[src/rtl/spi_ers_pkg.sv]
package spi_ers_pkg;

    localparam logic [7:0] OP_WREN       = 8'h06;
    localparam logic [7:0] OP_RDSR       = 8'h05;
    localparam logic [7:0] OP_ERASE_HALF = 8'h52;
    localparam logic [7:0] OP_ERASE_FULL = 8'hD8;

    localparam int CNT_W = 7;

    typedef enum logic [1:0] {
        CMD_NONE,
        CMD_WREN,
        CMD_ERASE
    } cmd_kind_e;

    typedef struct packed {
        logic        full;
        logic [23:0] addr;
    } erase_req_t;

    function automatic cmd_kind_e classify(logic [CNT_W-1:0] nbits, logic [31:0] word);
        if (nbits == CNT_W'(8) && word[7:0] == OP_WREN)
            return CMD_WREN;
        if (nbits == CNT_W'(32) &&
            (word[31:24] == OP_ERASE_HALF || word[31:24] == OP_ERASE_FULL))
            return CMD_ERASE;
        return CMD_NONE;
    endfunction

    function automatic logic [7:0] status_byte(logic wel, logic busy);
        return {6'b0, wel, busy};
    endfunction

    function automatic logic [7:0] fill_pattern(logic [7:0] idx);
        return idx ^ 8'h5A;
    endfunction

endpackage

[src/rtl/spi_ers_sync.sv]
module spi_ers_sync #(
    parameter int         WIDTH   = 3,
    parameter logic [WIDTH-1:0] RST_VAL = '0
) (
    input  logic             clk,
    input  logic             rst,
    input  logic [WIDTH-1:0] din,
    output logic [WIDTH-1:0] level,
    output logic [WIDTH-1:0] rise,
    output logic [WIDTH-1:0] fall
);

    for (genvar b = 0; b < WIDTH; b++) begin : g_bit
        logic s1_q, s2_q, prev_q;

        always_ff @(posedge clk) begin
            if (rst) begin
                s1_q   <= RST_VAL[b];
                s2_q   <= RST_VAL[b];
                prev_q <= RST_VAL[b];
            end else begin
                s1_q   <= din[b];
                s2_q   <= s1_q;
                prev_q <= s2_q;
            end
        end

        assign level[b] = s2_q;
        assign rise[b]  = s2_q & ~prev_q;
        assign fall[b]  = ~s2_q & prev_q;
    end

endmodule

[src/rtl/spi_ers_shifter.sv]
module spi_ers_shifter
    import spi_ers_pkg::*;
(
    input  logic             clk,
    input  logic             rst,
    input  logic             cs_s,
    input  logic             sck_rise,
    input  logic             sck_fall,
    input  logic             si_s,
    input  logic             wel,
    input  logic             busy,
    output logic [CNT_W-1:0] bit_cnt,
    output logic [31:0]      word,
    output logic             so,
    output logic             so_oe
);

    logic [CNT_W-1:0] cnt_q;
    logic [31:0]      word_q;
    logic [7:0]       sout_q;
    logic             reading_q;
    logic             load_stat;

    assign load_stat = (reading_q || (cnt_q == CNT_W'(8) && word_q[7:0] == OP_RDSR))
                       && (cnt_q[2:0] == 3'd0);

    always_ff @(posedge clk) begin
        if (rst || cs_s) begin
            cnt_q     <= '0;
            word_q    <= '0;
            sout_q    <= '0;
            reading_q <= 1'b0;
        end else begin
            if (sck_rise) begin
                word_q <= {word_q[30:0], si_s};
                if (cnt_q != '1)
                    cnt_q <= cnt_q + CNT_W'(1);
            end
            if (sck_fall) begin
                if (load_stat) begin
                    sout_q    <= status_byte(wel, busy);
                    reading_q <= 1'b1;
                end else if (reading_q) begin
                    sout_q <= {sout_q[6:0], 1'b0};
                end
            end
        end
    end

    assign bit_cnt = cnt_q;
    assign word    = word_q;
    assign so      = sout_q[7];
    assign so_oe   = reading_q;


    oe_idle_chk: assert property (@(posedge clk) disable iff (rst)
        cs_s |=> !so_oe);

endmodule

[src/rtl/spi_ers_ctrl.sv]
module spi_ers_ctrl
    import spi_ers_pkg::*;
#(
    parameter int NUM_B64   = 4,
    parameter int ERASE_CYC = 1000,
    localparam int BW = (NUM_B64 > 1) ? $clog2(NUM_B64) : 1,
    localparam int TW = $clog2(ERASE_CYC + 1)
) (
    input  logic               clk,
    input  logic               rst,
    input  logic               cs_rise,
    input  logic [CNT_W-1:0]   bit_cnt,
    input  logic [31:0]        word,
    input  logic [NUM_B64-1:0] blk_lock,
    output logic               busy,
    output logic               wel,
    output logic               erase_fire,
    output erase_req_t         erase_req
);

    cmd_kind_e   kind;
    logic        lock_hit;
    logic        busy_q, wel_q;
    logic [TW-1:0] cnt_q;
    erase_req_t  req_q;

    assign kind       = classify(bit_cnt, word);
    assign lock_hit   = blk_lock[word[16 +: BW]];
    assign erase_fire = busy_q && (cnt_q == '0);

    always_ff @(posedge clk) begin
        if (rst) begin
            busy_q <= 1'b0;
            wel_q  <= 1'b0;
            cnt_q  <= '0;
            req_q  <= '0;
        end else if (busy_q) begin
            if (erase_fire) begin
                busy_q <= 1'b0;
                wel_q  <= 1'b0;
            end else begin
                cnt_q <= cnt_q - TW'(1);
            end
        end else if (cs_rise) begin
            case (kind)
                CMD_WREN:  wel_q <= 1'b1;
                CMD_ERASE: begin
                    if (wel_q) begin
                        if (lock_hit) begin
                            wel_q <= 1'b0;
                        end else begin
                            busy_q     <= 1'b1;
                            cnt_q      <= TW'(ERASE_CYC - 1);
                            req_q.full <= (word[31:24] == OP_ERASE_FULL);
                            req_q.addr <= word[23:0];
                        end
                    end
                end
                default: ;
            endcase
        end
    end

    assign busy      = busy_q;
    assign wel       = wel_q;
    assign erase_req = req_q;


    start_on_cs_rise_chk: assert property (@(posedge clk) disable iff (rst)
        $rose(busy_q) |-> $past(cs_rise));


    start_needs_wel_chk: assert property (@(posedge clk) disable iff (rst)
        $rose(busy_q) |-> $past(wel_q));


    start_unlocked_chk: assert property (@(posedge clk) disable iff (rst)
        $rose(busy_q) |-> !$past(lock_hit));


    wel_clear_on_done_chk: assert property (@(posedge clk) disable iff (rst)
        $fell(busy_q) |-> !wel_q);


    busy_hold_chk: assert property (@(posedge clk) disable iff (rst)
        (busy_q && cnt_q != '0) |=> busy_q);

endmodule

[src/rtl/spi_ers_array.sv]
module spi_ers_array
    import spi_ers_pkg::*;
#(
    parameter int NUM_B64    = 4,
    parameter int HALF_BYTES = 8,
    localparam int BW         = (NUM_B64 > 1) ? $clog2(NUM_B64) : 1,
    localparam int NUM_HALVES = 2 * NUM_B64,
    localparam int DEPTH      = NUM_HALVES * HALF_BYTES,
    localparam int OW         = $clog2(HALF_BYTES),
    localparam int AW         = $clog2(DEPTH)
) (
    input  logic          clk,
    input  logic          rst,
    input  logic          erase_fire,
    input  erase_req_t    erase_req,
    input  logic [AW-1:0] rd_addr,
    output logic [7:0]    rd_data
);

    logic [7:0]            mem [DEPTH];
    logic [NUM_HALVES-1:0] half_hit;

    for (genvar h = 0; h < NUM_HALVES; h++) begin : g_half
        assign half_hit[h] = (erase_req.addr[16 +: BW] == BW'(h / 2)) &&
                             (erase_req.full || (erase_req.addr[15] == 1'(h % 2)));
    end

    always_ff @(posedge clk) begin
        if (rst) begin
            for (int i = 0; i < DEPTH; i++)
                mem[i] <= fill_pattern(8'(i));
        end else if (erase_fire) begin
            for (int i = 0; i < DEPTH; i++)
                if (half_hit[i >> OW])
                    mem[i] <= 8'hFF;
        end
    end

    assign rd_data = mem[rd_addr];


    full_covers_pair_chk: assert property (@(posedge clk) disable iff (rst)
        (erase_fire && erase_req.full) |-> ($countones(half_hit) == 2));


    half_single_chk: assert property (@(posedge clk) disable iff (rst)
        (erase_fire && !erase_req.full) |-> $onehot0(half_hit) && (half_hit != '0));

endmodule

[src/rtl/spi_erase_decoder.sv]
module spi_erase_decoder
    import spi_ers_pkg::*;
#(
    parameter int NUM_B64    = 4,
    parameter int HALF_BYTES = 8,
    parameter int ERASE_CYC  = 1000,
    localparam int AW = $clog2(2 * NUM_B64 * HALF_BYTES)
) (
    input  logic               clk,
    input  logic               rst,
    input  logic               sck,
    input  logic               cs_n,
    input  logic               si,
    output logic               so,
    output logic               so_oe,
    input  logic [NUM_B64-1:0] blk_lock,
    output logic               busy,
    input  logic [AW-1:0]      rd_addr,
    output logic [7:0]         rd_data
);

    logic [2:0]       sy_lvl, sy_rise, sy_fall;
    logic [CNT_W-1:0] bit_cnt;
    logic [31:0]      word;
    logic             wel, erase_fire;
    erase_req_t       erase_req;
    logic             unused_sync;

    spi_ers_sync #(.WIDTH(3), .RST_VAL(3'b100)) u_sync (
        .clk   (clk),
        .rst   (rst),
        .din   ({cs_n, sck, si}),
        .level (sy_lvl),
        .rise  (sy_rise),
        .fall  (sy_fall)
    );

    assign unused_sync = ^{sy_lvl[1], sy_rise[0], sy_fall[2], sy_fall[0]};

    spi_ers_shifter u_shift (
        .clk      (clk),
        .rst      (rst),
        .cs_s     (sy_lvl[2]),
        .sck_rise (sy_rise[1]),
        .sck_fall (sy_fall[1]),
        .si_s     (sy_lvl[0]),
        .wel      (wel),
        .busy     (busy),
        .bit_cnt  (bit_cnt),
        .word     (word),
        .so       (so),
        .so_oe    (so_oe)
    );

    spi_ers_ctrl #(.NUM_B64(NUM_B64), .ERASE_CYC(ERASE_CYC)) u_ctrl (
        .clk        (clk),
        .rst        (rst),
        .cs_rise    (sy_rise[2]),
        .bit_cnt    (bit_cnt),
        .word       (word),
        .blk_lock   (blk_lock),
        .busy       (busy),
        .wel        (wel),
        .erase_fire (erase_fire),
        .erase_req  (erase_req)
    );

    spi_ers_array #(.NUM_B64(NUM_B64), .HALF_BYTES(HALF_BYTES)) u_array (
        .clk        (clk),
        .rst        (rst),
        .erase_fire (erase_fire),
        .erase_req  (erase_req),
        .rd_addr    (rd_addr),
        .rd_data    (rd_data)
    );

endmodule

[config.mk]
export PLATFORM = sky130hd
export DESIGN_NAME = spi_erase_decoder
export DESIGN_NICKNAME = d
export VERILOG_FILES = /design/src/rtl/spi_ers_pkg.sv /design/src/rtl/spi_ers_sync.sv /design/src/rtl/spi_ers_shifter.sv /design/src/rtl/spi_ers_ctrl.sv /design/src/rtl/spi_ers_array.sv /design/src/rtl/spi_erase_decoder.sv
export SDC_FILE = /design/constraint.sdc
export NUM_CORES = 1
export LEC_CHECK = 0
export CORE_MARGIN = 2
export CORE_UTILIZATION = 50
export CTS_CLUSTER_DIAMETER = 120
export CTS_CLUSTER_SIZE = 30
export DETAILED_ROUTE_END_ITERATION = 10
export PLACE_DENSITY = 0.7
export SLEW_MARGIN = 30
export SYNTH_ARGS = -nofsm -noshare
export SYNTH_HDL_FRONTEND = slang
export SYNTH_SLANG_ARGS = --single-unit
[constraint.sdc]
create_clock -name clk -period 4.1 [get_ports clk]
set_input_delay 0.615 -clock clk [delete_from_list [all_inputs] [get_ports clk]]
set_output_delay 0.615 -clock clk [all_outputs]
set_load 0.005 [all_outputs]
=== Word-level counts from Yosys, hierarchy flattened ===
Memory sizes are Yosys's and may differ from the RTL's.
Cells that the tools add are included.

* Memories: 1
* Register bits: 87
* Bits of input ports: 15
* Memory bits (writable): 448
* Output and inout bits: 11
* Logic and storage cells: 266

{| class="wikitable"
|+ Memories
! name !! depth !! width !! read ports !! clocked after Yosys merged registers in !! write ports !! line !! source
|-
| u_array.mem || 64 || 7 || 1 || 0 || 64 || spi_ers_array.sv:20 || <nowiki>logic [7:0] mem [DEPTH];</nowiki>
|}

* Bitwise gates (word level): 73
* Multiplexer cells: 125
* $lt $le $gt $ge: 1
* Add/sub/neg operators: 2
* Reduce and logical (&&, ||, !) cells: 32
* Equality and inequality tests: 15

{| class="wikitable"
|+ Operators by type and width
! kind !! count
|-
| $mux W7 || 64
|-
| $or A1 B1 Y1 || 64
|-
| $mux W10 || 6
|-
| $mux W1 || 47
|-
| $eq A8 B3 Y1 const B || 2
|-
| $mux W8 || 2
|-
| $logic_and A1 B1 Y1 || 13
|-
| $logic_not A10 Y1 || 1
|-
| $reduce_and A5 Y1 || 2
|-
| $sub A10 B1 Y10 const B || 1
|-
| $eq A8 B7 Y1 const B || 1
|-
| $eq A8 B8 Y1 const B || 1
|-
| $mux W2 || 4
|-
| $reduce_bool A2 Y1 || 4
|-
| $add A7 B1 Y7 const B || 1
|-
| $eq A7 B4 Y1 const B || 1
|-
| $eq A7 B6 Y1 const B || 1
|-
| $ne A7 B7 Y1 const B || 1
|-
| $eq A2 B2 Y1 const B || 3
|-
| $ne A2 B2 Y1 const B || 3
|-
| $not A1 Y1 || 6
|-
| $reduce_and A2 Y1 || 3
|-
| $logic_or A1 B1 Y1 || 5
|-
| $eq A2 B1 Y1 const B || 2
|-
| other kinds (8) || 10
|}

=== Longest topological paths before layout ===
Gate-level depths: netlist of the first run.

* Word-level depth: 11
* Depth in mapped cells: 8
* Depth with buffers taken out: 7

=== Hierarchy ===
From an unflattened synthesis of the first run, not the netlist that was laid out.

* Cell total of the unflattened synthesis: 488
* Area total of the unflattened synthesis: 4647.0 um^2

{| class="wikitable"
|+ By module, submodules not included
! module !! times used !! area each (um^2) !! seq. area each (um^2) !! cells each
|-
| spi_ers_shifter || 1 || 1888.1 || 960.9 || 184
|-
| spi_ers_ctrl || 1 || 1825.5 || 740.7 || 208
|-
| spi_ers_array || 1 || 636.9 || 250.2 || 69
|-
| spi_ers_sync || 1 || 296.5 || 180.2 || 27
|}

=== Least setup slack after synthesis of the first run ===
Ideal clock, no wire load.

* Kind: in2out
* From: input port rd_addr[5]
* To: output port rd_data[1]
* Data arrival time: 1.723 ns
* Slack: 1.762 ns
* Path buffers: 1
* Stages on the path: 6
* Data required time: 3.485 ns
* Path through: clkbuf_1 -> mux2_2 -> nand2_1 -> o211ai_1 -> o21ai_0 -> nand3_1

* Cells in the longest elaborated chain, start to end: 1

{| class="wikitable"
|+ Ends and longest elaborated chain
! what !! line !! source
|-
| start: declaration || spi_erase_decoder.sv:18 || <nowiki>input logic [AW-1:0] rd_addr,</nowiki>
|-
| $mem_v2 Z64 W7 || n/a ||
|-
| end: declaration || spi_erase_decoder.sv:19 || <nowiki>output logic [7:0] rd_data</nowiki>
|}

No other way between the ends.

=== Worst setup path after layout of the first run ===
* From: input port rd_addr[5]
* To: output port rd_data[2]

Same word-level chain as after synthesis.

==> metrics.md, run 1 <==
| Metric | Value |
|---|---|
| Outcome | completed |
| Min-Delay Path Class | reg2reg |
| Initial cell density of the core | 51.8% |
| Final core area utilization | 58.9% |
| I/O Pins | 26 |
| Post-CTS setup repair buffer count | 0 |
| Largest net degree at the start of global routing | 50 |
| Peak VDD IR | 223 uV |
| Clock-pin slew on the worst setup and hold paths | 0.08 ns |
| Max-slew headroom | 40.1% |
| Max Buffers Root-to-Sink | 2 |
| Final hold slack | 0.411 ns |
| Synthesized cell area | 3540 um2 |
| Post-synth EDFFs | 5 |
| Initial antenna violation count | 0 |
| Final instance area | 4020 um2 |
| Remaining DRCs | 0 |
| Hold Vio Cnt, Final | 0 |
| Max Slew Vio Count | 0 |
| Htree depth | 3 |
| Clock Skew | 0.0139 ns |
| Async SR Flop Fraction | 0% |
| Part of the cycle the worst path needs | 78.3% |
| CTS tree | built |
| First-pass GRT wire length | 11,500 um |
| CP startpoint kind | input pin |
| Post-Syn Nets | 437 |
| CP Capture Type | primary output |
| Static leakage power | 1.37 nW |
| Final setup fails | 0 |
| Filler instances | 641 |
| Data arrival, critical path | 2.59 ns |
| Routed Antenna Nets | 0 |
| CP Class | in2out |
| CP required | 3.48 ns |
| Max Fclk | 312 MHz |
| Max-cap check violation count | 0 |
| PwrDens | 359 nW/um2 |
| Crit-path max FO | 8 |
| Slew @ Worst Pin | 0.898 ns |
| Vias in the first global route | 2,597 |
| Commonest cells after routing, fill and taps aside | nand2_1 (80), dfxtp_1 (77), a21oi_1 (56) |
| DP HPWL | 4510 um |
| Avg WL per Cell | 12.6 um |
| Nets | 451 |
| Ys flop type | dfxtp_1 |
| Clock sinks | 82 |
| RSZ-0062 raised after global routing | no |
| Chip width | 88.2 um |
| Root Driver | clkbuf_8 |
| CTS Buf Count | 9 |
| PostCTS Resize Cnt | 0 |
| Later-pin clock latency in the skew report | 0.35 ns |
| Hold_buf cts | 0 |
| Drt initial violations | 145 |
| Vias per cell | 5.32 |
| Most common cell after layout, fill and taps aside | nand2_1 |
| Footprint of the multi-input gates | 1710 um2 |
| Minimum clock period | 3.21 ns |
| Mapped Cells | 418 |
| IO buf count | 24 |
| Die area | 7770 um2 |
| Routed WL | 6720 um |
| YS warnings | 0 |
| Seq/Total Area, Yosys | 47.8% |
| Synth-to-Final Area Change | 13.6% |
| Global Route Usage Sum | 18.6% |
| Area after DPL | 3830 um2 |
| Register cell area after layout | 1690 um2 |
| Die height | 88.2 um |
| Setup TNS | 0 ns |
| Area of the core | 6830 um2 |
| Ant. Diodes | 0 |
| # rows | 30 |
| Synth cell types | 57 |
| Yosys reg bits | 82 |
| Vias | 2,834 |
| Synth Area per Inst | 8.47 um2 |
| Initial DRT Pass Iterations | 4 |
| Grt total ovfl | 0 |
| Layout cell share with drive strength beyond 1 | 7.32% |
| GPL Wtd Cong | 0.780 |
==> synthesized netlist by cell type (4+ instances only) <==
cell	number	area, um2
nand2b_1	7	43.8
inv_1	13	48.8
or2_2	4	25.0
nor2_1	37	139
nand2_1	80	300
a21oi_1	56	280
ha_1	4	50.1
nor2b_1	10	62.6
dfxtp_1	77	1540
nand3_1	8	40.0
edfxtp_1	5	150
xor2_1	4	35.0
mux2i_1	11	110
o21ai_0	6	30.0
clkbuf_1	18	67.6
a22oi_1	6	45.0
nor3_1	6	30.0
==> critical path: stages <==
cell	delay (ns)
clkdlybuf4s50_1	0.65
mux2_2	0.39
nand2_1	0.07
o211ai_1	0.11
o21ai_0	0.19
nand3_1	0.12
clkdlybuf4s50_1	0.46
==> power by group <==
part / internal, mW / total (mW) / switching, mW
Sequential: 0.810 / 0.812 / 0.00268
Combinational: 0.0356 / 0.0720 / 0.0364
Clock: 0.288 / 0.558 / 0.270
==> path summary, 6_finish.rpt <==
check,from,to,slack [ns],cells after the start
hold / removal,u_sync.g_bit[2].s1_q$_SDFF_PP1_,u_sync.g_bit[2].s2_q$_SDFF_PP1_,0.41,1
setup reg to reg,u_shift.bit_cnt[0]$_SDFFE_PP0P_,u_ctrl.cnt_q[7]$_SDFFE_PP0P_,1.41,7
hold reg to reg,u_sync.g_bit[2].s1_q$_SDFF_PP1_,u_sync.g_bit[2].s2_q$_SDFF_PP1_,0.41,1
setup / recovery,rd_addr[5],rd_data[2],0.89,7
==> flip-flops by register name, summed over array words and instances, names as in the netlist <==
| signal | flops |
|---|---|
| u_array.mem | 10 |
| u_ctrl.busy | 1 |
| u_ctrl.cnt_q | 10 |
| u_ctrl.erase_req | 4 |
| u_ctrl.wel | 1 |
| u_shift.bit_cnt | 7 |
| u_shift.so_oe | 1 |
| u_shift.sout_q | 8 |
| u_shift.word | 32 |
| u_sync.g_bit.prev_q | 2 |
| u_sync.g_bit.s1_q | 3 |
| u_sync.g_bit.s2_q | 3 |
==> final cells by class <==
type                            count  share of cell area [%]
Clock buffer                       15                    4.63
Clock inverter                      1                   0.156
Inverter                           13                    1.21
Multi-Input combinational cell    299                    42.4
Sequential cell                    82                    42.1
Tap cell                           96                    2.99
Timing Repair Buffer               27                    6.53
==> kinds of logic (layout without fill, tap and decap cells) <==
logic type / after synthesis / count (layout) / synth area share (%)
AOI/OAI and AO/OA: 95 / 95 / 16.4
DFF: 82 / 82 / 47.8
adders and majority gates: 4 / 4 / 1.41
and+or+nand+nor: 178 / 178 / 24.4
other: 1 / 1 / 0.106
muxes: 14 / 14 / 4.06
xor gates and xnor gates: 7 / 7 / 1.73
buffers and inverters: 37 / 56 / 4.13
==> layer usage <==
layer  global-route usage, %  wire length, um
met2                    31.2             3210
met5                       0                0
met1                    23.8             3230
met4                    3.72               34
met3                    5.94              248
==> through the flow <==
step	instances	setup WS [ns]	power [mW]
after CTS	533	0.872	1.46
final	533	0.891	1.44
after global routing	533	0.716	1.50
after floorplan	418	1.76	0.871
after global placement	517	0.897	0.903
after detailed placement	517	0.874	0.904
(Power assumes the default switching activity.)
==> run 2, diff against run 1 <==
==> constraint.sdc (replaced) <==
create_clock -name clk -period 3.28 [get_ports clk]
set_input_delay 0.492 -clock clk [delete_from_list [all_inputs] [get_ports clk]]
set_output_delay 0.492 -clock clk [all_outputs]
set_load 0.005 [all_outputs]
==> run 2 against run 1 <==
Effect of this change: non-clock buffer count rose by 2; combinational power is 28% higher; clock skew decreased by 0.0074 ns; critical path depth shrank 1; worst hold slack better by 0.0063 ns; design area up 0.72%.
==> metrics.md, run 2 (same netlist as run 1, synthesis figures left out) <==
| Metric | Value |
|---|---|
| Ant. Diodes | 0 (unchanged) |
| Nets | 453 (was 451) |
| IO buf count | 24 (unchanged) |
| Max-slew headroom | 60.7% (was 40.1%) |
| RSZ-0062 raised after global routing | no (unchanged) |
| CTS tree | built (unchanged) |
| Post-CTS setup repair buffer count | 0 (unchanged) |
| Die height | 88.2 um (unchanged) |
| Slowest stage delay, CP | 0.71 ns (was 0.65 ns) |
| Max Fclk | 336 MHz |
| Most frequent CP cell | clkdlybuf4s50_1 (unchanged) |
| Slowest cell on crit path | clkdlybuf4s50_1 (unchanged) |
| Static leakage power | 1.39 nW (was 1.37 nW) |
| Vias in the first global route | 2,645 (was 2,597) |
| Final hold slack | 0.417 ns (was 0.411 ns) |
| Sw Ratio | 21.7% (was 21.4%) |
| Power share of the sequential group | 54.8% (was 56.3%) |
| # rows | 30 (unchanged) |
| Pint | 1.45 mW (was 1.13 mW) |
| Final setup fails | 0 (unchanged) |
| Root Driver | clkbuf_8 (unchanged) |
| Max FFs per register | 32 (unchanged) |
| Slew @ Worst Pin | 0.581 ns (was 0.898 ns) |
| Initial cell density of the core | 51.8% (unchanged) |
| Htree depth | 3 (unchanged) |
| Commonest cells after routing, fill and taps aside | nand2_1 (80), dfxtp_1 (77), a21oi_1 (56) (unchanged) |
| Switching power | 402 uW (was 309 uW) |
| Die area | 7770 um2 (unchanged) |
| Outcome | completed (unchanged) |
| Synth-to-Final Area Change | 14.4% (was 13.6%) |
| First-pass GRT wire length | 12,000 um (was 11,500 um) |
| Most common cell after layout, fill and taps aside | nand2_1 (unchanged) |
| Global Route Usage Sum | 19.7% (was 18.6%) |
| CTS Buf Count | 9 (unchanged) |
| PostCTS Resize Cnt | 0 (unchanged) |
| CP Class | in2out (unchanged) |
| Area of the core | 6830 um2 (unchanged) |
| CP cell instances | clkdlybuf4s50_1 -> nor3_1 -> a211oi_1 -> o21ai_0 -> nand3_1 -> clkdlybuf4s50_1 (was clkdlybuf4s50_1 -> mux2_2 -> nand2_1 -> o211ai_1 -> o21ai_0 -> nand3_1 -> clkdlybuf4s50_1) |
| Layout cell share with drive strength beyond 1 | 7.97% (was 7.32%) |
| Max-cap check violation count | 0 (unchanged) |
| Clock sinks | 82 (unchanged) |
| Max Slew Vio Count | 0 (unchanged) |
| Initial antenna violation count | 0 (unchanged) |
| Peak VDD IR | 263 uV (was 223 uV) |
| Minimum clock period | 2.98 ns |
| Crit-path max FO | 11 (was 8) |
| Chip width | 88.2 um (unchanged) |
| Hold Crit Depth | 1 (unchanged) |
| Vias | 2,864 (was 2,834) |
| Data arrival, critical path | 2.49 ns (was 2.59 ns) |
| GPL Wtd Cong | 0.783 (was 0.780) |
| Part of the cycle the worst path needs | 90.8% |
| Routed WL | 6940 um (was 6720 um) |
| Max Buffers Root-to-Sink | 2 (unchanged) |
| Worst path depth | 6 (was 7) |
| Bufs and invs on worst path | 2 (unchanged) |
| Clock share of power | 40.2% (was 38.7%) |
| I/O Pins | 26 (unchanged) |
| Filler instances | 647 (was 641) |
| CP required | 2.79 ns (was 3.48 ns) |
| Clock Skew | 0.00651 ns (was 0.0139 ns) |
| Hold_buf cts | 0 (unchanged) |
| Hold Vio Cnt, Final | 0 (unchanged) |
| Delay-heaviest family, CP | buffers and inverters (unchanged) |
| Initial DRT Pass Iterations | 4 (unchanged) |
| PwrDens | 457 nW/um2 (was 359 nW/um2) |
| Remaining DRCs | 0 (unchanged) |
| Clock-pin slew on the worst setup and hold paths | 0.08 ns (about the same) |
| Comb power frac | 5.0% (about the same) |
| CP Capture Type | primary output (unchanged) |
| Routed Antenna Nets | 0 (unchanged) |
| Largest net degree at the start of global routing | 50 (unchanged) |
| Vias per cell | 5.35 (was 5.32) |
| Avg WL per Cell | 13.0 um (was 12.6 um) |
| CP startpoint kind | input pin (unchanged) |
| Drt initial violations | 160 (was 145) |
| Grt total ovfl | 0 (unchanged) |
| DP HPWL | 4660 um (was 4510 um) |
| R2R cell count | 8 (was 7) |
| Later-pin clock latency in the skew report | 0.34 ns (was 0.35 ns) |
| Setup TNS | 0 ns (unchanged) |
| Min-Delay Path Class | reg2reg (unchanged) |
[run 2: changes by cell type in the layout (fill, tap and decap cells not counted)]
cell / previous run / this run
buf_4: 3 / 5
bufinv_16: 0 / 1
clkbuf_1: 2 / 1
clkbuf_8: 13 / 11
clkinv_2: 0 / 1
clkinvlp_4: 0 / 1
or2_2: 4 / 3
or2_4: 0 / 1
[run 2: power groups by stage]
stage	Clock (mW)	Sequential (mW)	Combinational (mW)
final	0.744	1.02	0.0921
after global routing	0.804	1.02	0.102
after CTS	0.762	1.02	0.0927
after detailed placement	0	1.04	0.0925
after global placement	0	1.04	0.0910
after floorplan	0	1.04	0.0503
[run 2: path summary, 6_finish.rpt]
check / start / endpoint / slack (ns)
max: rd_addr[3] / rd_data[1] / 0.30
max reg2reg: u_shift.bit_cnt[0]$_SDFFE_PP0P_ / u_ctrl.erase_req[16]$_SDFFE_PP0P_ / 0.65
min reg2reg: u_sync.g_bit[2].s1_q$_SDFF_PP1_ / u_sync.g_bit[2].s2_q$_SDFF_PP1_ / 0.42
min: u_sync.g_bit[2].s1_q$_SDFF_PP1_ / u_sync.g_bit[2].s2_q$_SDFF_PP1_ / 0.42
[run 2: stage by stage]
| stage | total power [mW] | util (%) | instances | cell area [um2] | worst slack (ns) |
|---|---|---|---|---|---|
| detailed placement | 1.13 | 56.3 | 519 | 3840 | 0.310 |
| floorplan | 1.09 | - | 418 | 3540 | 1.08 |
| finish | 1.85 | 59.3 | 535 | 4050 | 0.301 |
| global route | 1.92 | 59.3 | 535 | 4050 | 0.0662 |
| CTS | 1.87 | 59.3 | 535 | 4050 | 0.316 |
| global placement | 1.13 | 56.3 | 519 | 3840 | 0.351 |
[run 2: area by class of cell]
| type | instances | area (um2) | share of cell area [%] |
|---|---|---|---|
| Timing Repair Buffer | 29 | 278 | 6.86 |
| Clock inverter | 4 | 48.8 | 1.20 |
| Sequential cell | 82 | 1690 | 41.8 |
| Inverter | 13 | 48.8 | 1.20 |
| Multi-Input combinational cell | 299 | 1710 | 42.2 |
| Tap cell | 96 | 120 | 2.96 |
| Clock buffer | 12 | 155 | 3.83 |
[run 2: per-layer routing]
metal / up-vias / global-route usage (%) / part of all wire (%) / routed length (um)
li1: 1468 / - / - / -
met1: 1337 / 26.0 / 47 / 3280
met2: 51 / 31.0 / 47 / 3280
met3: 8 / 3.49 / 3.8 / 267
met4: 0 / 10.2 / 1.6 / 111
met5: - / 0 / 0 / 0
[run 2: worst reg2reg max path: cells and delay by family, from the launching register on]
family | cells | cell delay [ns]
buf+inv | 2 | 0.35
fa+ha+maj | 1 | 0.16
mux | 1 | 0.16
flops | 1 | 0.35
simple gates | 4 | 1.49
